[config.mk]
export PLATFORM = sky130hd
export DESIGN_NAME = sram_async_ctrl
export DESIGN_NICKNAME = d
export VERILOG_FILES = /design/src/rtl/sram_ctrl_pkg.sv /design/src/rtl/sram_phase_timer.sv /design/src/rtl/sram_float_guard.sv /design/src/rtl/sram_async_ctrl.sv
export SDC_FILE = /design/constraint.sdc
export NUM_CORES = 1
export LEC_CHECK = 0
export BUFFER_PORTS_ARGS = -buffer_cell sky130_fd_sc_hd__buf_2
export CAP_MARGIN = 40
export CORE_MARGIN = 2
export CORE_UTILIZATION = 45
export DETAILED_ROUTE_END_ITERATION = 16
export HOLD_SLACK_MARGIN = 0.02
export PLACE_DENSITY = 0.76
export SLEW_MARGIN = 20
export SYNTH_ARGS = -nofsm -noshare
export SYNTH_HDL_FRONTEND = slang
export SYNTH_SLANG_ARGS = --single-unit
[constraint.sdc]
create_clock -name clk -period 2.8 [get_ports clk]
set_clock_uncertainty 0.2 [all_clocks]
set_input_delay 0.42 -clock clk [delete_from_list [all_inputs] [get_ports clk]]
set_output_delay 0.42 -clock clk [all_outputs]
set_load 0.02 [all_outputs]
[src/rtl/sram_ctrl_pkg.sv]
package sram_ctrl_pkg;

   typedef enum logic [2:0] {
      ST_IDLE,
      ST_RD_SETUP,
      ST_RD_WAIT,
      ST_RD_CAPT,
      ST_WR_SETUP,
      ST_WR_PULSE,
      ST_WR_HOLD
   } sram_state_e;

   // nanoseconds to clock cycles, rounded up, never below one cycle
   function automatic int ns_to_cycles(input int ns, input int clk_mhz);
      int c;
      c = (ns * clk_mhz + 999) / 1000;
      return (c < 1) ? 1 : c;
   endfunction

   function automatic int imax(input int a, input int b);
      return (a > b) ? a : b;
   endfunction

endpackage

[src/rtl/sram_phase_timer.sv]
module sram_phase_timer #(
   parameter int CNT_W = 3
) (
   input  logic             clk,
   input  logic             rst_n,
   input  logic             start,
   input  logic [CNT_W-1:0] len,
   output logic             done
);

   logic [CNT_W-1:0] cnt_q;

   always_ff @(posedge clk or negedge rst_n) begin
      if (!rst_n) begin
         cnt_q <= '0;
      end else if (start) begin
         cnt_q <= len - 1'b1;
      end else if (cnt_q != '0) begin
         cnt_q <= cnt_q - 1'b1;
      end
   end

   assign done = (cnt_q == '0);

   // a loaded phase length is never zero
   assert_len_nonzero_R2: assert property (@(posedge clk) disable iff (!rst_n)
      start |-> (len != '0));

endmodule

[src/rtl/sram_float_guard.sv]
module sram_float_guard #(
   parameter int HOLD_CYC = 2
) (
   input  logic clk,
   input  logic rst_n,
   input  logic arm,
   output logic clear
);

   localparam int HW = $clog2(HOLD_CYC + 1);

   logic [HW-1:0] cnt_q;

   always_ff @(posedge clk or negedge rst_n) begin
      if (!rst_n) begin
         cnt_q <= '0;
      end else if (arm) begin
         cnt_q <= HW'(HOLD_CYC);
      end else if (cnt_q != '0) begin
         cnt_q <= cnt_q - 1'b1;
      end
   end

   assign clear = (cnt_q == '0);

   initial assert (HOLD_CYC >= 1) else $error("float hold must be at least one cycle");

   // arming always blocks the bus in the following cycle
   assert_arm_blocks_R6: assert property (@(posedge clk) disable iff (!rst_n)
      arm |=> !clear);

endmodule

[src/rtl/sram_async_ctrl.sv]
module sram_async_ctrl
   import sram_ctrl_pkg::*;
#(
   parameter int ADDR_W          = 17,
   parameter int DATA_W          = 8,
   parameter int CLK_MHZ         = 100,
   parameter int T_CYCLE_NS      = 55,
   parameter int T_ADDR_ACC_NS   = 55,
   parameter int T_OE_ACC_NS     = 25,
   parameter int T_WE_PULSE_NS   = 45,
   parameter int T_ADDR_SETUP_NS = 45,
   parameter int T_DATA_SETUP_NS = 25,
   parameter int T_FLOAT_NS      = 20
) (
   input  logic              clk,
   input  logic              rst_n,
   input  logic              req_valid,
   output logic              req_ready,
   input  logic              req_write,
   input  logic [ADDR_W-1:0] req_addr,
   input  logic [DATA_W-1:0] req_wdata,
   output logic              rsp_valid,
   output logic [DATA_W-1:0] rsp_rdata,
   output logic [ADDR_W-1:0] mem_addr,
   output logic              mem_ce_n,
   output logic              mem_ce,
   output logic              mem_oe_n,
   output logic              mem_we_n,
   output logic [DATA_W-1:0] mem_dq_out,
   output logic              mem_dq_drive,
   input  logic [DATA_W-1:0] mem_dq_in
);

   localparam int CYC_C = ns_to_cycles(T_CYCLE_NS, CLK_MHZ);
   localparam int AA_C  = ns_to_cycles(T_ADDR_ACC_NS, CLK_MHZ);
   localparam int OE_C  = ns_to_cycles(T_OE_ACC_NS, CLK_MHZ);
   localparam int WP_C  = ns_to_cycles(T_WE_PULSE_NS, CLK_MHZ);
   localparam int AS_C  = ns_to_cycles(T_ADDR_SETUP_NS, CLK_MHZ);
   localparam int DS_C  = ns_to_cycles(T_DATA_SETUP_NS, CLK_MHZ);
   localparam int HZ_C  = ns_to_cycles(T_FLOAT_NS, CLK_MHZ);

   // read: setup(1) + wait(W) + capture(1) must cover access and cycle time
   localparam int RD_WAIT_C  = imax(imax(AA_C - 2, OE_C - 1), imax(CYC_C - 2, 1));
   // write: setup(>=1) + pulse(P) + hold(1)
   localparam int WR_PULSE_C = imax(imax(WP_C, AS_C - 1), imax(DS_C - 1, imax(CYC_C - 2, 1)));
   localparam int MAX_PH     = imax(RD_WAIT_C, WR_PULSE_C);
   localparam int CNT_W      = $clog2(MAX_PH + 1);

   initial assert (ADDR_W > 0 && DATA_W > 0 && CLK_MHZ > 0)
      else $error("address width, data width and clock rate must be positive");
   initial assert (T_CYCLE_NS >= 0 && T_ADDR_ACC_NS >= 0 && T_OE_ACC_NS >= 0 &&
                   T_WE_PULSE_NS >= 0 && T_ADDR_SETUP_NS >= 0 &&
                   T_DATA_SETUP_NS >= 0 && T_FLOAT_NS >= 0)
      else $error("timing limits must not be negative");

   sram_state_e st_q, st_d;

   logic [ADDR_W-1:0] addr_q;
   logic [DATA_W-1:0] wdata_q;
   logic [DATA_W-1:0] rdata_q;
   logic              rvalid_q;
   logic              accept;
   logic              tmr_start;
   logic [CNT_W-1:0]  tmr_len;
   logic              tmr_done;
   logic              bus_clear;
   logic              in_write;

   assign req_ready = (st_q == ST_IDLE);
   assign accept    = req_valid && req_ready;

   always_comb begin
      st_d = st_q;
      unique case (st_q)
         ST_IDLE:     if (accept) st_d = req_write ? ST_WR_SETUP : ST_RD_SETUP;
         ST_RD_SETUP: st_d = ST_RD_WAIT;
         ST_RD_WAIT:  if (tmr_done) st_d = ST_RD_CAPT;
         ST_RD_CAPT:  st_d = ST_IDLE;
         ST_WR_SETUP: if (bus_clear) st_d = ST_WR_PULSE;
         ST_WR_PULSE: if (tmr_done) st_d = ST_WR_HOLD;
         ST_WR_HOLD:  st_d = ST_IDLE;
         default:     st_d = ST_IDLE;
      endcase
   end

   always_ff @(posedge clk or negedge rst_n) begin
      if (!rst_n) begin
         st_q     <= ST_IDLE;
         addr_q   <= '0;
         wdata_q  <= '0;
         rdata_q  <= '0;
         rvalid_q <= 1'b0;
      end else begin
         st_q     <= st_d;
         rvalid_q <= (st_q == ST_RD_CAPT);
         if (accept) begin
            addr_q  <= req_addr;
            wdata_q <= req_wdata;
         end
         if (st_q == ST_RD_CAPT) begin
            rdata_q <= mem_dq_in;
         end
      end
   end

   assign tmr_start = (st_q == ST_RD_SETUP) || ((st_q == ST_WR_SETUP) && bus_clear);
   assign tmr_len   = (st_q == ST_RD_SETUP) ? CNT_W'(RD_WAIT_C) : CNT_W'(WR_PULSE_C);

   sram_phase_timer #(.CNT_W(CNT_W)) u_timer (
      .clk   (clk),
      .rst_n (rst_n),
      .start (tmr_start),
      .len   (tmr_len),
      .done  (tmr_done)
   );

   sram_float_guard #(.HOLD_CYC(HZ_C)) u_guard (
      .clk   (clk),
      .rst_n (rst_n),
      .arm   (st_q == ST_RD_CAPT),
      .clear (bus_clear)
   );

   assign in_write     = (st_q == ST_WR_SETUP) || (st_q == ST_WR_PULSE) || (st_q == ST_WR_HOLD);
   assign mem_addr     = addr_q;
   assign mem_dq_out   = wdata_q;
   assign mem_ce_n     = (st_q == ST_IDLE);
   assign mem_ce       = (st_q != ST_IDLE);
   assign mem_oe_n     = !((st_q == ST_RD_WAIT) || (st_q == ST_RD_CAPT));
   assign mem_we_n     = (st_q != ST_WR_PULSE);
   assign mem_dq_drive = in_write && bus_clear;
   assign rsp_valid    = rvalid_q;
   assign rsp_rdata    = rdata_q;

   assert_ready_deselected_R1: assert property (@(posedge clk) disable iff (!rst_n)
      req_ready |-> (mem_ce_n && !mem_ce && mem_oe_n && mem_we_n && !mem_dq_drive));

   assert_rsp_single_R3: assert property (@(posedge clk) disable iff (!rst_n)
      rsp_valid |=> !rsp_valid);

   assert_no_oe_in_write_R4: assert property (@(posedge clk) disable iff (!rst_n)
      !mem_we_n |-> (mem_oe_n && mem_dq_drive));

   assert_hold_after_we_R4: assert property (@(posedge clk) disable iff (!rst_n)
      $rose(mem_we_n) |-> (mem_dq_drive && $stable(mem_addr) && !mem_ce_n));

   assert_addr_quiet_R5: assert property (@(posedge clk) disable iff (!rst_n)
      !$stable(mem_addr) |-> ($past(mem_ce_n) && $past(mem_we_n)));

   assert_busy_not_ready_R7: assert property (@(posedge clk) disable iff (!rst_n)
      !mem_ce_n |-> !req_ready);

   assert_no_contention_R8: assert property (@(posedge clk) disable iff (!rst_n)
      mem_dq_drive |-> (mem_oe_n && $past(mem_oe_n)));

endmodule

==> out/metrics.cfg, run 1 <==
[layout]
final_common_cell=buf_2
final_cell_mix=buf_2, dfrtp_1, mux2_4
antenna-diode-count=0
seqCellArea_sq_um=1050
multi_input_area_sq_um=699
n_fill_cell=299
nNetsFinal=241
areaGrowthSynthToFinish_pct=29.3
layoutNonFillerInstCount=253
drive_gt1_share_pct=61.6

[worst_setup_path]
worst-path-buf-inv=2
cp.required_ns=2.18
crit_arrival_ns=1.58
worstPathCellList=inv_1 -> or3_2 -> buf_2
slowest_delay_ns=0.49
cp_max_fo=7
critical-path-top-delay-family=simple AND/OR/NAND/NOR gates
cp-end-kind=primary output
crit_type=flop to primary output
worst_setup_path_start_kind=flop
cpMaxStageDelayCell=or3_2

[clock_tree]
cts_tree=yes
cts_made_buffers=5
htreeDepth=2
path_clk_slew_ns=0.08
clock-root-buffer=clkbuf_8
numClockSinks=42
clock_latency_ns=0.29
clockBufferDepth=2
cts_resized=0

[grt]
grt_pass1_wl_microns=4900
antenna_found_initial=0
grt_max_degree=30
grt_pass1_vias=1027
grt.total_usage_pct=14.4
globalRouteOverflowTotal=0

[yosys]
synth_edf_count=0
synth_area_sq_um=1840
yosys_warnings=0
ys_ff_latch=42
synth_cells=122
avgSynthCellArea_sq_um=15.1
ys.flop_type=dfrtp_1
async_reset_ff_share_pct=100
ys_seq_area_share_pct=57.0
yosysUniqueCellTypes=32
syn_nets=161

[detailed_routing]
drt-total-wl_microns=3320
wl_per_cell_microns=13.1
drc_errors=0
drt-initial-drc-count=84
via_count=1225
antenna_left=0
drtPass1Iterations=4
via_per_inst=4.84

[floorplan]
die_w_microns=68.0
initial_core_util_pct=46.4
dieArea_sq_um=4620
pin_count=77
design.core.area_sq_um=3970
die-height_microns=68.0
rows=23

[timing]
max_slew_margin_pct=57.0
layout_min_cycle_time_ns=2.20
setup-violations-final=0
fin_hold_ws_ns=0.156
fmax_mhz=455
fin_setup_tns_ns=0
slew_violations=0
fin_crit_sh_pct=78.5
hold_viol=0
worst_slew_pin_slew_ns=0.640
grt_setup_unrepaired=false

[placement]
dpl.cell_count=244
place.detailed.hpwl_microns=2440
gp_congestion=0.748
io_buffer_count=76

[power_and_ir_drop]
power_leakage_uw=0.00119
vdd_drop_max_uv=441
power_density_nw_per_um2=1330

[outcome]
outcome=finished, final reports clean

[run]
maxCapViolCount=0

[worst_hold_path]
min_path_type=input pin to flop

-- registers in the layout, summed over array words and instances, names as in the netlist --
register / count
mem_dq_out: 8
st_q: 3
u_guard.cnt_q: 2
mem_addr: 17
u_timer.cnt_q: 3
rsp_rdata: 8
rsp_valid: 1
-- through the flow --
| step | setup slack [ns] | util, % | area, sq um | total power [uW] |
|---|---|---|---|---|
| after global placement | 0.770 | 55.8 | 2220 | 2580 |
| after floorplan | 0.767 | - | 1840 | 2250 |
| after CTS | 0.613 | 60.0 | 2380 | 3200 |
| final | 0.601 | 60.0 | 2380 | 3160 |
| after global routing | 0.470 | 60.0 | 2380 | 3390 |
| after detailed placement | 0.748 | 56.3 | 2240 | 2620 |
-- repair_timing --
item | in CTS | in global routing
buffers inserted | 0 | 0
endpoints found under the hold margin | 13 | 0
setup endpoints to repair | 0 | 0
hold buffers | 1 | 0
-- path summary, 6_finish.rpt --
check	start	slack (ns)	depth (start not counted)	endpoint
hold reg to reg	rsp_rdata[2]$_DFFE_PN0P_	0.30	1	rsp_rdata[2]$_DFFE_PN0P_
setup reg to reg	st_q[1]$_DFFE_PN0P_	0.73	3	mem_addr[9]$_DFFE_PN0P_
max in group asynchronous	rst_n	1.59	3	mem_dq_out[4]$_DFFE_PN0P_
min in group asynchronous	rst_n	0.35	2	mem_addr[12]$_DFFE_PN0P_
hold / removal	req_addr[12]	0.16	2	mem_addr[12]$_DFFE_PN0P_
setup / recovery	st_q[0]$_DFFE_PN0P_	0.60	3	mem_we_n
-- layout make-up --
type,count,share of cell area (%)
multi-input cells,69,29.3
well taps,50,2.62
repair buffers,78,17.2
inverters,6,0.945
clock inverters,3,2.89
flip-flops and latches,42,44.1
clock buffers,5,2.89
-- synthesized netlist by cell type, types with 2 or more instances --
cell,count,share of area [%]
mux2_2,13,7.9
dfrtp_1,42,57
o21ai_0,3,0.81
nand2_1,3,0.61
nor2_1,3,0.61
buf_12,2,2.2
nand2b_1,2,0.68
mux2_4,20,16
buf_6,2,1.2
ha_1,2,1.4
inv_1,6,1.2
a21oi_1,4,1.1
-- report_power, final --
group	total [uW]	switching, uW	internal, uW
clock network	558	201	357
registers	1090	176	915
logic	1510	814	699
total	3160	1190	1970
-- kinds of logic after synthesis --
| logic type | count (synthesis) | synth area share (%) |
|---|---|---|
| compound gates | 16 | 5.97 |
| xor+xnor | 1 | 0.475 |
| fa+ha+maj | 2 | 1.36 |
| buf+inv | 11 | 5.02 |
| flops | 42 | 57.0 |
| mux | 33 | 24.2 |
| simple gates | 17 | 5.91 |
-- metal layers --
layer	global-route usage (%)	vias to the layer above	share of wire [%]
li1	-	592	-
met1	19.6	575	46
met2	20.9	53	43
met3	5.92	5	9.3
met4	4.50	0	1.1
met5	0	-	0
Power figures use the tool's default switching activity.
==> run 2, diff against run 1 <==
==> constraint.sdc (replaced) <==
create_clock -name clk -period 2.1 [get_ports clk]
set_clock_uncertainty 0.2 [all_clocks]
set_input_delay 0.315 -clock clk [delete_from_list [all_inputs] [get_ports clk]]
set_output_delay 0.315 -clock clk [all_outputs]
set_load 0.02 [all_outputs]
==> run 2 against run 1 <==
Clock power grew 34%. Register-to-register slack got worse by 0.58 ns. Critical path depth did not move. Final area rose by 2.0%. Worst hold slack worse by 0.099 ns. Sequential share of layout area shrank 0.81 points. Sequential power rose by 33%. First-iteration DRC count is 14% lower. Critical endpoint unchanged. Largest cell class unchanged. Highest routed layer unchanged.
==> out/metrics.cfg, run 2 (synthesis results as in run 1) <==
[worst_setup_path]
crit_type=flop to primary output
worst-path-buf-inv=2  ; unchanged
cpMaxStageDelayCell=or3_2
cp_max_fo=7  ; unchanged
worstPathCellList=inv_1 -> or3_2 -> buf_2
cp-end-kind=primary output
cp.required_ns=1.58  ; -0.60 ns
critical-path-top-delay-family=simple AND/OR/NAND/NOR gates
worst_setup_path_start_kind=flop
slowest_delay_ns=0.49  ; about the same
crit_arrival_ns=1.51  ; -0.07 ns

[detailed_routing]
via_per_inst=4.83  ; -0.34%
drt-initial-drc-count=72  ; -14%
antenna_left=0  ; unchanged
drtPass1Iterations=6  ; +2
drc_errors=0  ; unchanged
drt-total-wl_microns=3550  ; +6.9%
via_count=1245  ; +1.6%
wl_per_cell_microns=13.8  ; +4.8%

[timing]
slew_violations=0  ; unchanged
fmax_mhz=493
layout_min_cycle_time_ns=2.03
fin_setup_tns_ns=0  ; unchanged
fin_crit_sh_pct=96.6
fin_hold_ws_ns=0.0568  ; -0.0994 ns
hold_viol=0  ; unchanged
grt_setup_unrepaired=false
worst_slew_pin_slew_ns=0.679  ; +0.0396 ns
setup-violations-final=0  ; unchanged
max_slew_margin_pct=54.4  ; -2.7 points

[outcome]
outcome=finished, final reports clean

[grt]
gr-max-usage-layer=met2
grt_util_met1_pct=19.5  ; -0.10 points
grt_max_degree=43  ; +43%
globalRouteOverflowTotal=0  ; unchanged
grt_pass1_wl_microns=5040  ; +2.9%
grt.total_usage_pct=15.0  ; +0.61 points
grt_pass1_vias=1072  ; +4.4%
antenna_found_initial=0  ; unchanged
met3_usage_pct=5.59  ; -0.33 points
met2_usage_pct=23.3  ; +2.4 points

[placement]
place.detailed.hpwl_microns=2570  ; +5.2%
gp_congestion=0.737  ; -1.5%
io_buffer_count=76  ; unchanged

[power_and_ir_drop]
comb_power_share_pct=49.0  ; +1.1 points
p_clk_share_pct=17.4  ; -0.2 points
power_leakage_uw=0.00122  ; +2.2%
power_density_nw_per_um2=1770  ; +33%
vdd_drop_max_uv=704  ; +60%
seq_power_share_pct=33.6  ; -0.9 points
p_sw_uw=1620  ; +36%
p_int_uw=2680  ; +36%
swShare_pct=37.7  ; about the same

[layout]
drive_gt1_share_pct=64.4  ; +2.8 points
utilization_pct=61.2  ; +1.2 points
final_cell_mix=buf_2, dfrtp_1, mux2_4
n_fill_cell=308  ; +3.0%
areaGrowthSynthToFinish_pct=31.9
nNetsFinal=246  ; +2.1%
largest_reg_flops=17  ; unchanged
final_common_cell=buf_2
antenna-diode-count=0  ; unchanged

[clock_tree]
clock-root-buffer=clkbuf_8
cts_made_buffers=5  ; unchanged
path_clk_slew_ns=0.08  ; about the same
cts_tree=yes
clockBufferDepth=2  ; unchanged
clock_latency_ns=0.29  ; about the same
htreeDepth=2  ; unchanged
numClockSinks=42  ; unchanged

[run]
maxCapViolCount=0  ; unchanged

[floorplan]
die_w_microns=68.0  ; unchanged
pin_count=77  ; unchanged
dieArea_sq_um=4620  ; unchanged
initial_core_util_pct=46.4  ; unchanged
design.core.area_sq_um=3970  ; unchanged
rows=23  ; unchanged
die-height_microns=68.0  ; unchanged

[worst_hold_path]
min_path_type=input pin to flop

==> run 2: cell types whose count changed in the layout (fill, tap and decap cells not counted), sizes merged <==
cell / delta
buf: +5
==> run 2: final cells by class <==
cell class                      count  area (sq um)  area share [%]
Clock inverter                      3          68.8            2.83
Inverter                            6          22.5           0.926
Tap cell                           50          62.6            2.57
Clock buffer                        5          68.8            2.83
Multi-Input combinational cell     69           708            29.1
Timing Repair Buffer               83           448            18.4
Sequential cell                    42          1050            43.3
==> run 2: routing by layer <==
metal | up-vias | routed length [microns]
li1 | 601 | -
met2 | 53 | 1640
met4 | 0 | 22
met3 | 4 | 301
met1 | 587 | 1590
met5 | - | 0
==> run 2: power by group through the flow <==
stage / sequential (uW) / clock (uW) / combinational, uW
final: 1450 / 749 / 2110
after global placement: 1430 / 0 / 2070
after floorplan: 1860 / 0 / 1140
after CTS: 1440 / 771 / 2110
after global routing: 1500 / 818 / 2280
after detailed placement: 1460 / 0 / 2100
==> run 2: what timing repair did <==
action,CTS,global route
hold endpoints to repair,42,0
gates resized for setup,0,5
hold buffers,1,0
setup buffers,0,0
setup endpoints to repair,0,4
==> run 2: path summary, 6_finish.rpt <==
kind                                               from                           end  slack, ns  cells after the start
hold / removal                             req_wdata[3]     mem_dq_out[3]$_DFFE_PN0P_       0.06                      2
setup / recovery                    st_q[0]$_DFFE_PN0P_                      mem_we_n       0.07                      3
hold reg to reg            u_guard.cnt_q[1]$_DFFE_PN0P_  u_guard.cnt_q[1]$_DFFE_PN0P_       0.30                      2
min in group asynchronous                         rst_n      mem_addr[12]$_DFFE_PN0P_       0.47                      3
setup reg to reg           u_guard.cnt_q[0]$_DFFE_PN0P_  u_timer.cnt_q[2]$_DFFE_PN0P_       0.15                      8
max in group asynchronous                         rst_n           st_q[0]$_DFFE_PN0P_       0.84                      3
==> run 2: metrics by stage <==
stage | cell area [sq um] | total power (uW) | std cells | setup slack, ns
6_report | 2430 | 4300 | 258 | 0.0719
5_1_grt | 2430 | 4600 | 258 | 0.00830
4_1_cts | 2420 | 4330 | 258 | 0.0232
3_5_place_dp | 2270 | 3560 | 249 | 0.0611
3_3_place_gp | 2270 | 3500 | 249 | 0.153
2_1_floorplan | 1840 | 3000 | 122 | 0.152
==> run 2: worst reg2reg max path, cell delays in order, from the launching register on <==
cell and delay, ns:
dfrtp_1 0.36, inv_1 0.05, ha_1 0.25, nand2_2 0.14
o22a_2 0.20, nand2_1 0.06, ha_1 0.20, nor3b_1 0.14
a22o_1 0.25
